`src/rtl/dit_pkg.sv`:
```
package dit_pkg;
  localparam int unsigned TMR_W   = 16;
  localparam int unsigned BYTE_W  = 8;
  localparam int unsigned NUM_TMR = 2;
  localparam int unsigned ADDR_W  = 3;

  typedef struct packed {
    logic [TMR_W-1:0] pre;
    logic [TMR_W-1:0] div;
  } tmr_cfg_t;
endpackage

```
`src/rtl/dit_rst_sync.sv`:
```
module dit_rst_sync #(
  parameter int unsigned STAGES = 2
) (
  input  logic clk,
  input  logic rst_n,
  output logic rst_n_sync
);
  logic [STAGES-1:0] sync_q;

  always_ff @(posedge clk or negedge rst_n) begin
    if (!rst_n) sync_q <= '0;
    else        sync_q <= {sync_q[STAGES-2:0], 1'b1};
  end

  assign rst_n_sync = sync_q[STAGES-1];
endmodule

```
`src/rtl/dit_regs.sv`:
```
module dit_regs
  import dit_pkg::*;
(
  input  logic                               clk,
  input  logic                               rst_n,
  input  logic                               bus_wr,
  input  logic                               bus_word,
  input  logic [ADDR_W-1:0]                  bus_addr,
  input  logic [TMR_W-1:0]                   bus_wdata,
  output logic [TMR_W-1:0]                   bus_rdata,
  output tmr_cfg_t [NUM_TMR-1:0]             cfg_q,
  output tmr_cfg_t [NUM_TMR-1:0]             cfg_nxt,
  output logic [NUM_TMR-1:0]                 load
);
  localparam int unsigned HI_LSB = TMR_W - BYTE_W;

  logic             tsel;
  logic             fsel;
  logic [TMR_W-1:0] cur_val;
  logic [TMR_W-1:0] new_val;

  assign tsel = bus_addr[2];
  assign fsel = bus_addr[1];

  always_comb begin
    cur_val = fsel ? cfg_q[tsel].div : cfg_q[tsel].pre;
    if (bus_word)         new_val = bus_wdata;
    else if (bus_addr[0]) new_val = {cur_val[TMR_W-1:BYTE_W], bus_wdata[BYTE_W-1:0]};
    else                  new_val = {bus_wdata[BYTE_W-1:0], cur_val[HI_LSB-1:0]};
  end

  always_comb begin
    cfg_nxt = cfg_q;
    load    = '0;
    if (bus_wr) begin
      if (fsel) cfg_nxt[tsel].div = new_val;
      else      cfg_nxt[tsel].pre = new_val;
      load[tsel] = 1'b1;
    end
  end

  always_ff @(posedge clk or negedge rst_n) begin
    if (!rst_n) begin
      for (int i = 0; i < NUM_TMR; i++) begin
        cfg_q[i].pre <= '1;
        cfg_q[i].div <= '1;
      end
    end else if (bus_wr) begin
      cfg_q <= cfg_nxt;
    end
  end

  always_comb begin
    if (bus_word)         bus_rdata = cur_val;
    else if (bus_addr[0]) bus_rdata = {{HI_LSB{1'b0}}, cur_val[BYTE_W-1:0]};
    else                  bus_rdata = {{HI_LSB{1'b0}}, cur_val[TMR_W-1:HI_LSB]};
  end

  // register contents move only on a bus write
  p_regs_hold_r2: assert property (@(posedge clk) disable iff (!rst_n)
    !bus_wr |=> $stable(cfg_q));
endmodule

```
`src/rtl/dit_chan.sv`:
```
module dit_chan
  import dit_pkg::*;
(
  input  logic     clk,
  input  logic     rst_n,
  input  logic     load,
  input  tmr_cfg_t cfg_nxt,
  input  tmr_cfg_t cfg_q,
  output logic     irq
);
  logic             run_q,  run_d;
  logic [TMR_W-1:0] pcnt_q, pcnt_d;
  logic [TMR_W-1:0] dcnt_q, dcnt_d;
  logic             irq_q,  irq_d;
  logic             cnt_en;

  assign cnt_en = load | run_q;

  always_comb begin
    run_d  = run_q;
    pcnt_d = pcnt_q;
    dcnt_d = dcnt_q;
    irq_d  = 1'b0;
    if (load) begin
      run_d  = (cfg_nxt.pre != '0) && (cfg_nxt.div != '0);
      pcnt_d = cfg_nxt.pre;
      dcnt_d = cfg_nxt.div;
    end else if (run_q) begin
      if (pcnt_q == '0) begin
        pcnt_d = cfg_q.pre;
        if (dcnt_q == '0) begin
          dcnt_d = cfg_q.div;
          irq_d  = 1'b1;
        end else begin
          dcnt_d = dcnt_q - 1'b1;
        end
      end else begin
        pcnt_d = pcnt_q - 1'b1;
      end
    end
  end

  always_ff @(posedge clk or negedge rst_n) begin
    if (!rst_n) begin
      run_q  <= 1'b0;
      pcnt_q <= '0;
      dcnt_q <= '0;
    end else if (cnt_en) begin
      run_q  <= run_d;
      pcnt_q <= pcnt_d;
      dcnt_q <= dcnt_d;
    end
  end

  always_ff @(posedge clk or negedge rst_n) begin
    if (!rst_n) irq_q <= 1'b0;
    else        irq_q <= irq_d;
  end

  assign irq = irq_q;

  // a request never lasts longer than one clock
  p_irq_one_wide_r4: assert property (@(posedge clk) disable iff (!rst_n)
    irq_q |=> !irq_q);
  // an idle timer gives no request
  p_halt_quiet_r6: assert property (@(posedge clk) disable iff (!rst_n)
    !run_q |-> !irq_q);
  // the running count stays within the stored period values
  p_cnt_bound_r5: assert property (@(posedge clk) disable iff (!rst_n)
    run_q |-> (pcnt_q <= cfg_q.pre) && (dcnt_q <= cfg_q.div));
endmodule

```
`src/rtl/dual_interval_timer.sv`:
```
module dual_interval_timer
  import dit_pkg::*;
(
  input  logic              clk,
  input  logic              rst_n,
  input  logic              bus_wr,
  input  logic              bus_word,
  input  logic [ADDR_W-1:0] bus_addr,
  input  logic [TMR_W-1:0]  bus_wdata,
  output logic [TMR_W-1:0]  bus_rdata,
  output logic [NUM_TMR-1:0] tick_irq
);
  logic                      rst_n_sync;
  tmr_cfg_t [NUM_TMR-1:0]    cfg_q;
  tmr_cfg_t [NUM_TMR-1:0]    cfg_nxt;
  logic [NUM_TMR-1:0]        load;

  dit_rst_sync #(.STAGES(2)) rst_sync_i (
    .clk       (clk),
    .rst_n     (rst_n),
    .rst_n_sync(rst_n_sync)
  );

  dit_regs regs_i (
    .clk      (clk),
    .rst_n    (rst_n_sync),
    .bus_wr   (bus_wr),
    .bus_word (bus_word),
    .bus_addr (bus_addr),
    .bus_wdata(bus_wdata),
    .bus_rdata(bus_rdata),
    .cfg_q    (cfg_q),
    .cfg_nxt  (cfg_nxt),
    .load     (load)
  );

  for (genvar g = 0; g < NUM_TMR; g++) begin : g_chan
    dit_chan chan_i (
      .clk    (clk),
      .rst_n  (rst_n_sync),
      .load   (load[g]),
      .cfg_nxt(cfg_nxt[g]),
      .cfg_q  (cfg_q[g]),
      .irq    (tick_irq[g])
    );
  end

  // a write strobes the restart of exactly one timer
  p_one_load_r7: assert property (@(posedge clk) disable iff (!rst_n_sync)
    $onehot0(load));
endmodule

```
`config.mk`:
```
export PLATFORM = sky130hd
export DESIGN_NAME = dual_interval_timer
export DESIGN_NICKNAME = d
export VERILOG_FILES = /design/src/rtl/dit_pkg.sv /design/src/rtl/dit_rst_sync.sv /design/src/rtl/dit_regs.sv /design/src/rtl/dit_chan.sv /design/src/rtl/dual_interval_timer.sv
export SDC_FILE = /design/constraint.sdc
export NUM_CORES = 1
export LEC_CHECK = 0
export ABC_AREA = 1
export ABC_CLOCK_PERIOD_IN_PS = 8250
export BUFFER_PORTS_ARGS = -buffer_cell sky130_fd_sc_hd__buf_2
export CORE_MARGIN = 3
export CORE_UTILIZATION = 30
export DETAILED_ROUTE_END_ITERATION = 7
export PLACE_DENSITY_LB_ADDON = 0.08
export SYNTH_ARGS = -nofsm -noshare
export SYNTH_HDL_FRONTEND = slang
export SYNTH_SLANG_ARGS = --single-unit
```
`constraint.sdc`:
```
create_clock -name clk -period 8.25 [get_ports clk]
set_input_delay 0.4125 -clock clk [delete_from_list [all_inputs] [get_ports clk]]
set_output_delay 0.4125 -clock clk [all_outputs]
set_load 0.01 [all_outputs]
```
Word-level counts from Yosys, hierarchy flattened
Cells that the tools add are included.

cells by class
  magnitude comparators = 2
  reduce and logical (&&, ||, !) cells = 21
  $add $sub $neg = 4
  bitwise logic cells = 2
  mux-type cells = 40

operators with widths
  kind                     count
  $mux W16                 19
  $bwmux W64               2
  $mux W64                 2
  $mux W32                 3
  $demux W32 S1            2
  $logic_not A16 Y1        4
  $reduce_bool A16 Y1      4
  $sub A16 B1 Y16 const B  4
  $mux W1                  9
  $mux W8                  1
  $reduce_and A2 Y1        4
  $reduce_bool A2 Y1       4
  $reduce_and A3 Y1        2
  $logic_and A1 B1 Y1      3
  $lt A1 B2 Y1 const B     1
  $mux W2                  1
  $or A1 B1 Y1             2
  $demux W1 S1             1
  $ge A1 B1 Y1 const B     1

storage, ports and cells
  logic and storage cells = 82
  register bits = 134
  input port bits = 23

Depth between registers and ports, before layout
Gate-level depths: netlist (run 1).

  depth after elaboration = 10
  mapped depth = 15

Hierarchy
A second synthesis (run 1) with hierarchy kept.

unflattened totals
  cell total of the unflattened synthesis = 1508
  area total of the unflattened synthesis = 9763.1 µm²

modules (own cells, without submodules)
  module                        area each (µm²)  cells an instance  instances
  dit_regs                      3703.6           537                1
  dit_chan at g_chan[0].chan_i  3016.6           492                1
  dit_chan at g_chan[1].chan_i  2989.1           476                1
  dit_rst_sync                  53.8             3                  1

Worst setup path before layout (run 1)
Ideal clock, no wire load.

  path type = register to register
  start point = reg g_chan[0].chan_i.pcnt_q[0]
  end point = reg g_chan[0].chan_i.pcnt_q[14]
  period minus slack after synthesis = 1.729 ns
  stages on the path, launching flop included = 11
  setup time = 0.146 ns
  slack = 6.521 ns
  arrival = 1.583 ns
  required time = 8.104 ns
  path through = dfrtp_1 inv_1 ha_1 nand3_1 nor2_1 inv_1 nor2_1 nand3_1 xor2_1 o21bai_1 o221ai_1

between the ends
  cells in the longest elaborated chain, start to end = 4
  elaborated cells on any way between the ends = 5

ends and longest elaborated chain
  what                                                  RTL line                        RTL
  start: declaration                                    dit_chan.sv:12                  logic [TMR_W-1:0] pcnt_q, pcnt_d;
  start signal: assignment                              dit_chan.sv:50                  pcnt_q <= pcnt_d;
  $sub A16 B1 Y16 or $logic_not A16 Y1 (tied branches)  dit_chan.sv:38, dit_chan.sv:29
  $mux W16 *                                            dit_chan.sv:29                  if (pcnt_q == '0) begin
  $mux W16 *                                            dit_chan.sv:28                  end else if (run_q) begin
  $mux W16 *                                            dit_chan.sv:24                  if (load) begin

Mark *: on every way between the ends. The rest lies on a longest branch, timed or not. The select of a mux whose other input is x is not followed.
A chain may end at the register's enable or synchronous reset.

Worst setup path in the final report (run 1)
  start point = in bus_addr[2]
  end point = reg g_chan[0].chan_i.dcnt_q[13]

between the ends
  cells in the longest elaborated chain, start to end = 9
  elaborated cells on any way between the ends = 23

ends and longest elaborated chain
  what                                         RTL line                  RTL
  start: declaration                           dual_interval_timer.sv:8  input logic [ADDR_W-1:0] bus_addr,
  $mux W32 (not written as such) (2 in a row)  dit_regs.sv:26            cur_val = fsel ? cfg_q[tsel].div : cfg_q[tsel].pre;
  $mux W16                                     dit_regs.sv:26
  $mux W16                                     dit_regs.sv:28            else if (bus_addr[0]) new_val = {cur_val[TMR_W-1:BYTE_W], bus_wdata[BYTE_W-1:0]};
  $mux W16                                     dit_regs.sv:27            if (bus_word) new_val = bus_wdata;
  $bwmux W64                                   dit_regs.sv:36            if (fsel) cfg_nxt[tsel].div = new_val;
  $mux W64                                     dit_regs.sv:36
  $mux W64                                     dit_regs.sv:35            if (bus_wr) begin
  $mux W16                                     dit_chan.sv:24
  end signal: assignment                       dit_chan.sv:51            dcnt_q <= dcnt_d;
  end: declaration                             dit_chan.sv:13            logic [TMR_W-1:0] dcnt_q, dcnt_d;

Parallel ways exist; a longest one is shown, timed or not. The select of a mux whose other input is x is not followed.

==> results of run 1 <==
## flip-flops by register name (all words and copies together) (netlist names)
register / cells
regs_i.cfg_q: 64
rst_sync_i.sync_q: 2
g_chan.chan_i.irq: 2
g_chan.chan_i.dcnt_q: 32
g_chan.chan_i.pcnt_q: 32
g_chan.chan_i.run_q: 2
## cells by family (layout without fill, tap and decap cells)
group                      count (synthesis)  after routing  share of synthesized area (%)
DFF                                      134            134                           38.3
other                                      1              1                         0.0419
and+or+nand+nor                          707            707                           36.1
xor gates and xnor gates                  25             25                           2.44
AOI/OAI and AO/OA                        181            181                           13.1
buffers and inverters                    170            204                           8.88
adders and majority gates                  8              8                           1.12
## placed cells by master (no fill, tap or decap), drive strengths merged, types with 2 or more instances in the layout
| cell type | n |
|---|---|
| o21ai | 72 |
| a22oi | 9 |
| o221ai | 24 |
| ha | 8 |
| or2 | 31 |
| a21oi | 19 |
| nor2 | 122 |
| nor4 | 2 |
| clkbuf | 18 |
| nand3b | 2 |
| a31oi | 4 |
| buf | 45 |
| o21bai | 4 |
| nor3b | 2 |
| clkinvlp | 2 |
| inv | 126 |
| clkinv | 9 |
| nand4 | 12 |
| xor2 | 18 |
| xnor2 | 7 |
| dfrtp | 70 |
| bufinv | 3 |
| dfstp | 64 |
| nor3 | 12 |
| o22ai | 2 |
| o211ai | 43 |
| nand3 | 161 |
| nand2 | 363 |
## per-layer routing
metal,up-vias,routed length [um],GRT usage (%)
met1,4105,15300,29.6
li1,4111,-,-
met5,-,0,0
met4,0,955,7.18
met2,263,15200,33.4
met3,61,1560,2.84
## per-stage QoR
stage / setup slack (ns) / area [um2] / total power [mW]
2_1_floorplan: 4.35 / 8960 / 1.60
3_3_place_gp: 5.17 / 9370 / 1.87
3_5_place_dp: 5.10 / 9370 / 1.86
4_1_cts: 5.56 / 10000 / 2.70
5_1_grt: 5.21 / 10000 / 2.86
6_report: 5.51 / 10000 / 2.69
## worst max path at each step
stage	depth (start not counted)	slack (ns)	end
5_1_grt	11	5.21	g_chan[0].chan_i.dcnt_q[13]$_DFFE_PN0P_
4_1_cts	8	5.56	g_chan[1].chan_i.dcnt_q[9]$_DFFE_PN0P_
2_1_floorplan	0	4.35	g_chan[0].chan_i.dcnt_q[0]$_DFFE_PN0P_
3_3_place_gp	11	5.17	g_chan[0].chan_i.dcnt_q[13]$_DFFE_PN0P_
3_5_place_dp	11	5.10	g_chan[0].chan_i.dcnt_q[13]$_DFFE_PN0P_
6_report	11	5.51	g_chan[0].chan_i.dcnt_q[13]$_DFFE_PN0P_
## area by class of cell
cell class | instances | share of cell area (%)
clock inverter | 14 | 1.76
sequential | 134 | 34.4
inverter | 126 | 4.86
clock buffer | 18 | 4.39
tap | 384 | 4.81
timing repair buffer | 46 | 2.48
multi-input combinational | 922 | 47.3
## what timing repair did
item                      in CTS  in global routing
hold endpoints to repair       2                  0
hold buffers                   1                  0
buffers inserted               0                  0
## power by group through the flow
stage	Sequential (mW)	Combinational (mW)	Clock, mW
global route	1.05	0.944	0.869
detailed placement	1.04	0.827	0
CTS	1.03	0.831	0.843
floorplan	0.974	0.622	0
global placement	1.04	0.830	0
finish	1.03	0.829	0.827
==> results.cfg, run 1 <==
[drt]
vias = 8540
post_drt_wl_per_cell_um = 20.1
final_antenna_net_count = 0
vias_per_cell = 5.19
drt_iter0_drc = 728
detailedRoute.firstPassIterationCount = 6
detail_route.wirelength_mm = 33.0
drc = 0

[critical_path]
r2r-start = g_chan[1].chan_i.pcnt_q[0]$_DFFE_PN0P_
critical-path-top-delay-family = buffers and inverters
worstPathArrival_ns = 3.09
worst-path-max-fanout = 34
worst-setup-path-type = in -> reg
worst-path-buf-inv = 5
critical_path_slowest_stage_cell = sky130_fd_sc_hd__buf_2
timing.critical_path.mode_cell = sky130_fd_sc_hd__inv_2
timing.critical_path.slowest_cell_delay_ns = 0.50
critical_path.reg2reg.endpoint = g_chan[1].chan_i.dcnt_q[9]$_DFFE_PN0P_
critical_path_cell_sequence = buf_2, inv_4, nand2_8, inv_2, nor2_2, inv_2, nor2_4, inv_1, a21oi_1, o21ai_1, o211ai_1
worstRegToRegCells = 8
worst-r2r-setup-slack_ns = 5.61
critical_path.endpoint_type = flip-flop
cp-start-kind = primary input
crit_required_ns = 8.60
critical_path.startpoint = bus_addr[2]

[global_routing]
grt_antenna_before_repair = 0
first_global_vias = 8478
pin_count_of_the_biggest_net_entering_global_routing = 57
remaining_global_route_overflow = 0
grt_pass1_wl_mm = 50.6
global_route.usage.total_pct = 21.1

[clock_network]
cts_root_buf = sky130_fd_sc_hd__clkbuf_16
clock_tree_from_tritoncts = built
maximum_level_of_the_cts_h_tree = 4
clkSinkCount = 134
total_cts_buffers = 17
clk_latency_ns = 0.44
register_clock_pin_slew_on_the_reported_worst_setup_and_hold_paths_ns = 0.07
post_cts_resize_count = 0
cts-root-to-sink-buffers = 2

[power]
net-switching-power_mw = 1.05
powerDensity_nw_per_um2 = 269
seq_power_share_pct = 38.3
p_clk_share_pct = 30.8
vdd_drop_max_mv = 0.129
p_comb_share_pct = 30.9
p_int_mw = 1.64
power_leakage_nw = 4.65
power_switching_share_pct = 39.1

[sta]
final.setup.tns_ns = 0
finalWorstPathRequiredPeriod_ns = 2.74
slew_headroom_pct = 38.2
report.final.setup_viol = 0
transition_time_at_the_pin_with_the_least_slew_margin_ns = 0.926
finalCritPeriodShare_pct = 33.2
hold-worst-slack_ns = 0.227
final.setup_skew_ns = 0.0145
slew_violations = 0
max_freq_ghz = 0.365
final_hold_viol_count = 0
grt_setup_unrepaired = no

[yosys]
yosys.area.top_type_share_pct = 19.6
netlist_top_cells_area = sky130_fd_sc_hd__dfrtp_1, sky130_fd_sc_hd__dfstp_2, sky130_fd_sc_hd__nand2_1, sky130_fd_sc_hd__nand3_1, sky130_fd_sc_hd__inv_1
most_common_library_cells_after_synthesis = sky130_fd_sc_hd__nand2_1, sky130_fd_sc_hd__nand3_1, sky130_fd_sc_hd__inv_1
synth_seq_area_share_pct = 38.3
number_of_enable_flip_flop_cells_after_synthesis = 0
synthCells = 1226
syn-cell-area_um2 = 8960
yosys_register_bits = 134
synthArstFlopShare_pct = 100
ys_types = 49
synth.yosys.warnings = 0
yosys_most_used_dff = sky130_fd_sc_hd__dfrtp_1
synth_top_cell_by_area = sky130_fd_sc_hd__dfrtp_1
avgSynthCellArea_um2 = 7.31
synthMostInstantiatedCell = sky130_fd_sc_hd__nand2_1
mappedNetlistNets = 1257

[cells_and_area]
postLayoutCoreUtil_pct = 34.4
register_area_um2 = 3440
multiInputGateArea_um2 = 4730
flow.area_growth_from_synthesis_pct = 11.6
fin_cells = 1644
drive_above_1_share_pct = 17.9
fin_nets = 1278
insertedDiodeCount = 0
nFillCells = 3174

[placed_design]
detailedPlacementHpwl_mm = 24.7
place.detailed.instances = 1611
routabilityCongestion = 0.913
numPortBuffers = 40

[status]
outcome = complete, no violations

[floorplanning]
floorplan.rows = 62
chipWidth_um = 179
placeableCoreArea_um2 = 29100
die_height_um = 179
io-pin-count = 41
initial_core_util_pct = 30.8
design.die.area_um2 = 32000

[run]
cap_violations = 0

[worst_hold_path]
timing.hold.worst.class = reg -> async
Power figures use the tool's default switching activity.
==> run 2: changes to the inputs <==
Settings changed: ABC_CLOCK_PERIOD_IN_PS 8250 to 2200.
Clock period 8.25 ns to 2.2 ns, I/O delays scaled along.
==> run 2 against run 1 <==
Against the previous run:
- first-iteration DRC count decreased by 9.1%
- utilization is 1.4 points higher
- die area is the same
- critical path type is now reg -> out
- highest routed layer unchanged
==> results.cfg, run 2 (synthesized netlist as in run 1, its figures left out) <==
[cells_and_area]
nFillCells = 3157
mostFrequentLayoutCell = sky130_fd_sc_hd__nand2_1
register_area_um2 = 3440
flow.area_growth_from_synthesis_pct = 16.1
number_of_flip_flops_in_the_largest_register = 64
fin_cells = 1682
mostFrequentLayoutCells = sky130_fd_sc_hd__nand2_1, sky130_fd_sc_hd__nand3_1, sky130_fd_sc_hd__inv_1
largest_registers_in_the_final_layout = regs_i.cfg_q (64), g_chan.chan_i.dcnt_q (32), g_chan.chan_i.pcnt_q (32)
register_ranked_first_by_flip_flop_count = regs_i.cfg_q
drive_above_1_share_pct = 20.4
multiInputGateArea_um2 = 4740
insertedDiodeCount = 0
fin_nets = 1317

[sta]
slew_violations = 0
report.final.setup_viol = 0
final.setup_skew_ns = 0.0191
transition_time_at_the_pin_with_the_least_slew_margin_ns = 0.853
finalCritPeriodShare_pct = 95.5
fin_worst_setup_slack_ns = 0.0986
final_hold_viol_count = 0
final.setup.tns_ns = 0
finalWorstPathRequiredPeriod_ns = 2.10
max_freq_ghz = 0.476
slew_headroom_pct = 43.1

[clock_network]
cts_root_buf = sky130_fd_sc_hd__clkbuf_16
total_cts_buffers = 17
maximum_level_of_the_cts_h_tree = 4
cts-root-to-sink-buffers = 2
post-cts-setup-buffers = 0
clkSinkCount = 134
clk_latency_ns = 0.44
register_clock_pin_slew_on_the_reported_worst_setup_and_hold_paths_ns = 0.06
clock_tree_from_tritoncts = built

[placed_design]
routabilityCongestion = 0.971
detailedPlacementHpwl_mm = 26.0
numPortBuffers = 40
place.detailed.instances = 1649
worst_slack_after_detailed_placement_ns = -0.0493

[power]
powerDensity_nw_per_um2 = 1000
vdd_drop_max_mv = 0.488
power_leakage_nw = 4.87
p_clk_share_pct = 31.9
p_comb_share_pct = 31.1
seq_power_share_pct = 36.9
p_int_mw = 6.51
power_switching_share_pct = 37.7
net-switching-power_mw = 3.94
power.total_mw = 10.5

[global_routing]
grt_pass1_wl_mm = 52.6
first_global_vias = 8762
grt_antenna_before_repair = 0
pin_count_of_the_biggest_net_entering_global_routing = 57
remaining_global_route_overflow = 0
global_route.usage.total_pct = 21.9

[floorplanning]
floorplan.rows = 62
initial_core_util_pct = 30.8
io-pin-count = 41
placeableCoreArea_um2 = 29100
chipWidth_um = 179
design.die.area_um2 = 32000
die_height_um = 179

[critical_path]
cp-start-kind = flip-flop
crit_required_ns = 2.09
critical_path_slowest_stage_cell = sky130_fd_sc_hd__dfstp_2
worst-path-max-fanout = 3
critical_path.endpoint_type = output port
worstPathArrival_ns = 1.99
timing.critical_path.mode_cell = sky130_fd_sc_hd__nand2_1
timing.critical_path.slowest_cell_delay_ns = 0.58
worst-path-buf-inv = 1
critical_path_cell_sequence = nand2_1, nand3_1, nand2_1, o21ai_0, buf_2
critical-path-top-delay-family = flip-flops
worst-setup-path-type = reg -> out

[drt]
detail_route.wirelength_mm = 34.1
final_antenna_net_count = 0
drt_iter0_drc = 662
post_drt_wl_per_cell_um = 20.3
drc = 0
vias = 8672
detailedRoute.firstPassIterationCount = 5
vias_per_cell = 5.16

[worst_hold_path]
timing.hold.worst.class = in -> reg

[status]
outcome = complete, no violations

[run]
cap_violations = 0
[run 2: final cells by class]
| cell class | instances | area share [%] |
|---|---|---|
| Multi-Input combinational cell | 922 | 45.6 |
| Sequential cell | 134 | 33.1 |
| Timing Repair Buffer | 85 | 5.70 |
| Inverter | 126 | 4.67 |
| Tap cell | 384 | 4.62 |
| Clock buffer | 18 | 4.13 |
| Clock inverter | 13 | 2.23 |
[run 2: worst min-delay path, stage by stage]
cell and delay (ns):
sky130_fd_sc_hd__buf_2 0.17, sky130_fd_sc_hd__nand2_8 0.15, sky130_fd_sc_hd__o211ai_1 0.11
[run 2: path summary, 6_finish.rpt]
| check | startpoint | endpoint | slack, ns | cells after the start |
|---|---|---|---|---|
| min reg2reg | rst_sync_i.sync_q[1]$_DFF_PN0_ | g_chan[0].chan_i.pcnt_q[6]$_DFFE_PN0P_ | 0.29 | 0 |
| min | bus_wr | g_chan[0].chan_i.pcnt_q[8]$_DFFE_PN0P_ | 0.16 | 3 |
| max in group asynchronous | rst_sync_i.sync_q[1]$_DFF_PN0_ | regs_i.cfg_q[33]$_DFFE_PN1P_ | 1.19 | 1 |
| max | regs_i.cfg_q[33]$_DFFE_PN1P_ | bus_rdata[1] | 0.1 | 5 |
| max reg2reg | g_chan[0].chan_i.pcnt_q[0]$_DFFE_PN0P_ | g_chan[0].chan_i.pcnt_q[14]$_DFFE_PN0P_ | 0.20 | 10 |
| min in group asynchronous | rst_sync_i.sync_q[1]$_DFF_PN0_ | g_chan[0].chan_i.pcnt_q[6]$_DFFE_PN0P_ | 0.29 | 0 |
[run 2: power groups by stage]
stage	clock, mW	combinational (mW)	sequential (mW)
after floorplan	0	2.33	3.65
final	3.34	3.25	3.86
after detailed placement	0	3.20	3.90
after CTS	3.42	3.23	3.87
after global routing	3.51	3.69	3.95
after global placement	0	3.23	3.92
[run 2: stage by stage]
step	instance area [um2]	hold slack, ns	utilization [%]
2_1_floorplan	8960	-0.186	-
3_3_place_gp	9710	-0.103	33.4
3_5_place_dp	9710	-0.101	33.4
4_1_cts	10400	0.135	35.7
5_1_grt	10400	0.157	35.7
6_report	10400	0.156	35.7
[run 2: per-layer routing]
metal  global-route usage (%)  share of wire (%)  wire, um  vias to the layer above
met1                     31.1                 47     16100                     4225
met2                     34.9                 47     16000                      238
li1                         -                  -         -                     4180
met3                     3.41                4.5      1530                       29
met5                        0                  0         0                        -
met4                     5.06                1.4       489                        0
[run 2: repair_timing]
| action | in CTS | in global routing |
|---|---|---|
| hold endpoints to repair | 2 | 0 |
| hold buffers | 2 | 0 |
| endpoints found under the setup margin | 0 | 2 |
| resized for setup | 0 | 3 |
==> run 3: changes to the inputs <==
Settings changed: PLACE_DENSITY_LB_ADDON 0.08 to 0.2.
==> run 3 against run 2 <==
Against the previous run:
- final cell count fell by 0.18%
- sequential share of layout area up 0.16 points
- power shrank 2.0%
- critical endpoint is now bus_rdata[7]
==> results.cfg, run 3 (synthesized netlist as in run 1, its figures left out) <==
[floorplanning]
design.die.area_um2 = 32000
placeableCoreArea_um2 = 29100
io-pin-count = 41
initial_core_util_pct = 30.8
floorplan.rows = 62
die_height_um = 179
chipWidth_um = 179

[drt]
vias_per_cell = 5.18
drc = 0
drt_iter0_drc = 802
detailedRoute.firstPassIterationCount = 5
post_drt_wl_per_cell_um = 19.7
detail_route.wirelength_mm = 33.1
final_antenna_net_count = 0
vias = 8693

[cells_and_area]
register_ranked_first_by_flip_flop_count = regs_i.cfg_q
mostFrequentLayoutCells = sky130_fd_sc_hd__nand2_1, sky130_fd_sc_hd__nand3_1, sky130_fd_sc_hd__inv_1
largest_registers_in_the_final_layout = regs_i.cfg_q (64), g_chan.chan_i.dcnt_q (32), g_chan.chan_i.pcnt_q (32)
drive_above_1_share_pct = 20.3
fin_nets = 1313
flow.area_growth_from_synthesis_pct = 15.5
postLayoutCoreUtil_pct = 35.6
insertedDiodeCount = 0
mostFrequentLayoutCell = sky130_fd_sc_hd__nand2_1
number_of_flip_flops_in_the_largest_register = 64

[sta]
slew_headroom_pct = 19.7
finalCritPeriodShare_pct = 94.2
final_hold_viol_count = 0
transition_time_at_the_pin_with_the_least_slew_margin_ns = 1.20
grt_setup_unrepaired = no
final.setup.tns_ns = 0
max_freq_ghz = 0.483
report.final.setup_viol = 0
finalWorstPathRequiredPeriod_ns = 2.07
slew_violations = 0
final.setup_skew_ns = 0.0106

[clock_network]
cts_root_buf = sky130_fd_sc_hd__clkbuf_16
cts-root-to-sink-buffers = 2
maximum_level_of_the_cts_h_tree = 4
total_cts_buffers = 17
clock_tree_from_tritoncts = built
clk_latency_ns = 0.44
clkSinkCount = 134
register_clock_pin_slew_on_the_reported_worst_setup_and_hold_paths_ns = 0.06

[global_routing]
pin_count_of_the_biggest_net_entering_global_routing = 133
global_route.usage.total_pct = 21.5
grt_antenna_before_repair = 1
grt_pass1_wl_mm = 51.8
remaining_global_route_overflow = 0
first_global_vias = 8606

[power]
powerDensity_nw_per_um2 = 990
power_leakage_nw = 4.85
vdd_drop_max_mv = 0.426

[critical_path]
worst-r2r-setup-slack_ns = 0.21
worst-path-max-fanout = 3
cp-start-kind = flip-flop
critical_path.endpoint_type = output port
crit_required_ns = 2.09
worstPathArrival_ns = 1.96
worst-setup-path-type = reg -> out

[worst_hold_path]
timing.hold.worst.class = in -> reg

[run]
cap_violations = 0

[placed_design]
detailedPlacementHpwl_mm = 24.7
routabilityCongestion = 1.01
numPortBuffers = 40

[status]
outcome = complete, no violations
-- run 3: cell count changes in the layout (fill, tap and decap cells not counted), sizes merged --
cell    before  now
bufinv       6    4
clkbuf      18   20
buf         83   79
inv        124  125
-- run 3: stage by stage --
step	std cells	setup slack (ns)	power [mW]	cell area, um2	hold slack [ns]
after global routing	1679	0.0157	10.9	10300	0.230
after CTS	1678	0.0361	10.3	10300	0.189
after global placement	1644	0.0225	7.05	9670	-0.105
after floorplan	1226	0.0316	5.99	8960	-0.186
after detailed placement	1644	0.00771	7.04	9670	-0.103
final	1679	0.128	10.2	10300	0.211
-- run 3: path summary, 6_finish.rpt --
check | to | start | depth (start not counted)
max | bus_rdata[7] | regs_i.cfg_q[23]$_DFFE_PN1P_ | 6
min | regs_i.cfg_q[16]$_DFFE_PN1P_ | bus_wdata[0] | 4
max reg2reg | g_chan[1].chan_i.pcnt_q[14]$_DFFE_PN0P_ | g_chan[1].chan_i.pcnt_q[0]$_DFFE_PN0P_ | 11
min reg2reg | rst_sync_i.sync_q[1]$_DFF_PN0_ | rst_sync_i.sync_q[0]$_DFF_PN0_ | 0
max in group asynchronous | g_chan[1].chan_i.dcnt_q[2]$_DFFE_PN0P_ | rst_sync_i.sync_q[1]$_DFF_PN0_ | 1
min in group asynchronous | g_chan[1].chan_i.pcnt_q[0]$_DFFE_PN0P_ | rst_sync_i.sync_q[1]$_DFF_PN0_ | 1
-- run 3: critical path: stages, from the launching register on --
cell and delay (ns):
sky130_fd_sc_hd__dfstp_2 0.58, sky130_fd_sc_hd__nand2_1 0.06, sky130_fd_sc_hd__nand3_1 0.12, sky130_fd_sc_hd__nand2_1 0.09
sky130_fd_sc_hd__o21ai_0 0.37, sky130_fd_sc_hd__buf_4 0.19, sky130_fd_sc_hd__buf_2 0.12
-- run 3: timing repair --
| action | in CTS | in global routing |
|---|---|---|
| hold buffers | 2 | 0 |
| endpoints found under the hold margin | 2 | 0 |
| buffers inserted | 0 | 1 |
| resized for setup | 0 | 4 |
| setup endpoints to repair | 0 | 10 |
-- run 3: power breakdown --
part	switching (mW)	leakage, nW	internal [mW]	total (mW)
Combinational	2.06	2.99	1.15	3.21
Sequential	0.619	1.54	3.22	3.84
Clock	1.21	0.316	1.99	3.19
-- run 3: area by class of cell --
cell class | count | area (um2)
Sequential cell | 134 | 3440
Timing Repair Buffer | 81 | 563
Tap cell | 384 | 480
Clock buffer | 20 | 467
Multi-Input combinational cell | 922 | 4740
Fill cell | 3149 | 18700
Inverter | 126 | 489
Clock inverter | 12 | 174
-- run 3: routing by layer --
layer / GRT usage [%] / vias to the layer above / wire [um]
met4: 5.75 / 2 / 713
met5: 0 / - / 13
met2: 34.9 / 228 / 15700
li1: - / 4184 / -
met1: 29.6 / 4225 / 15200
met3: 3.58 / 54 / 1480
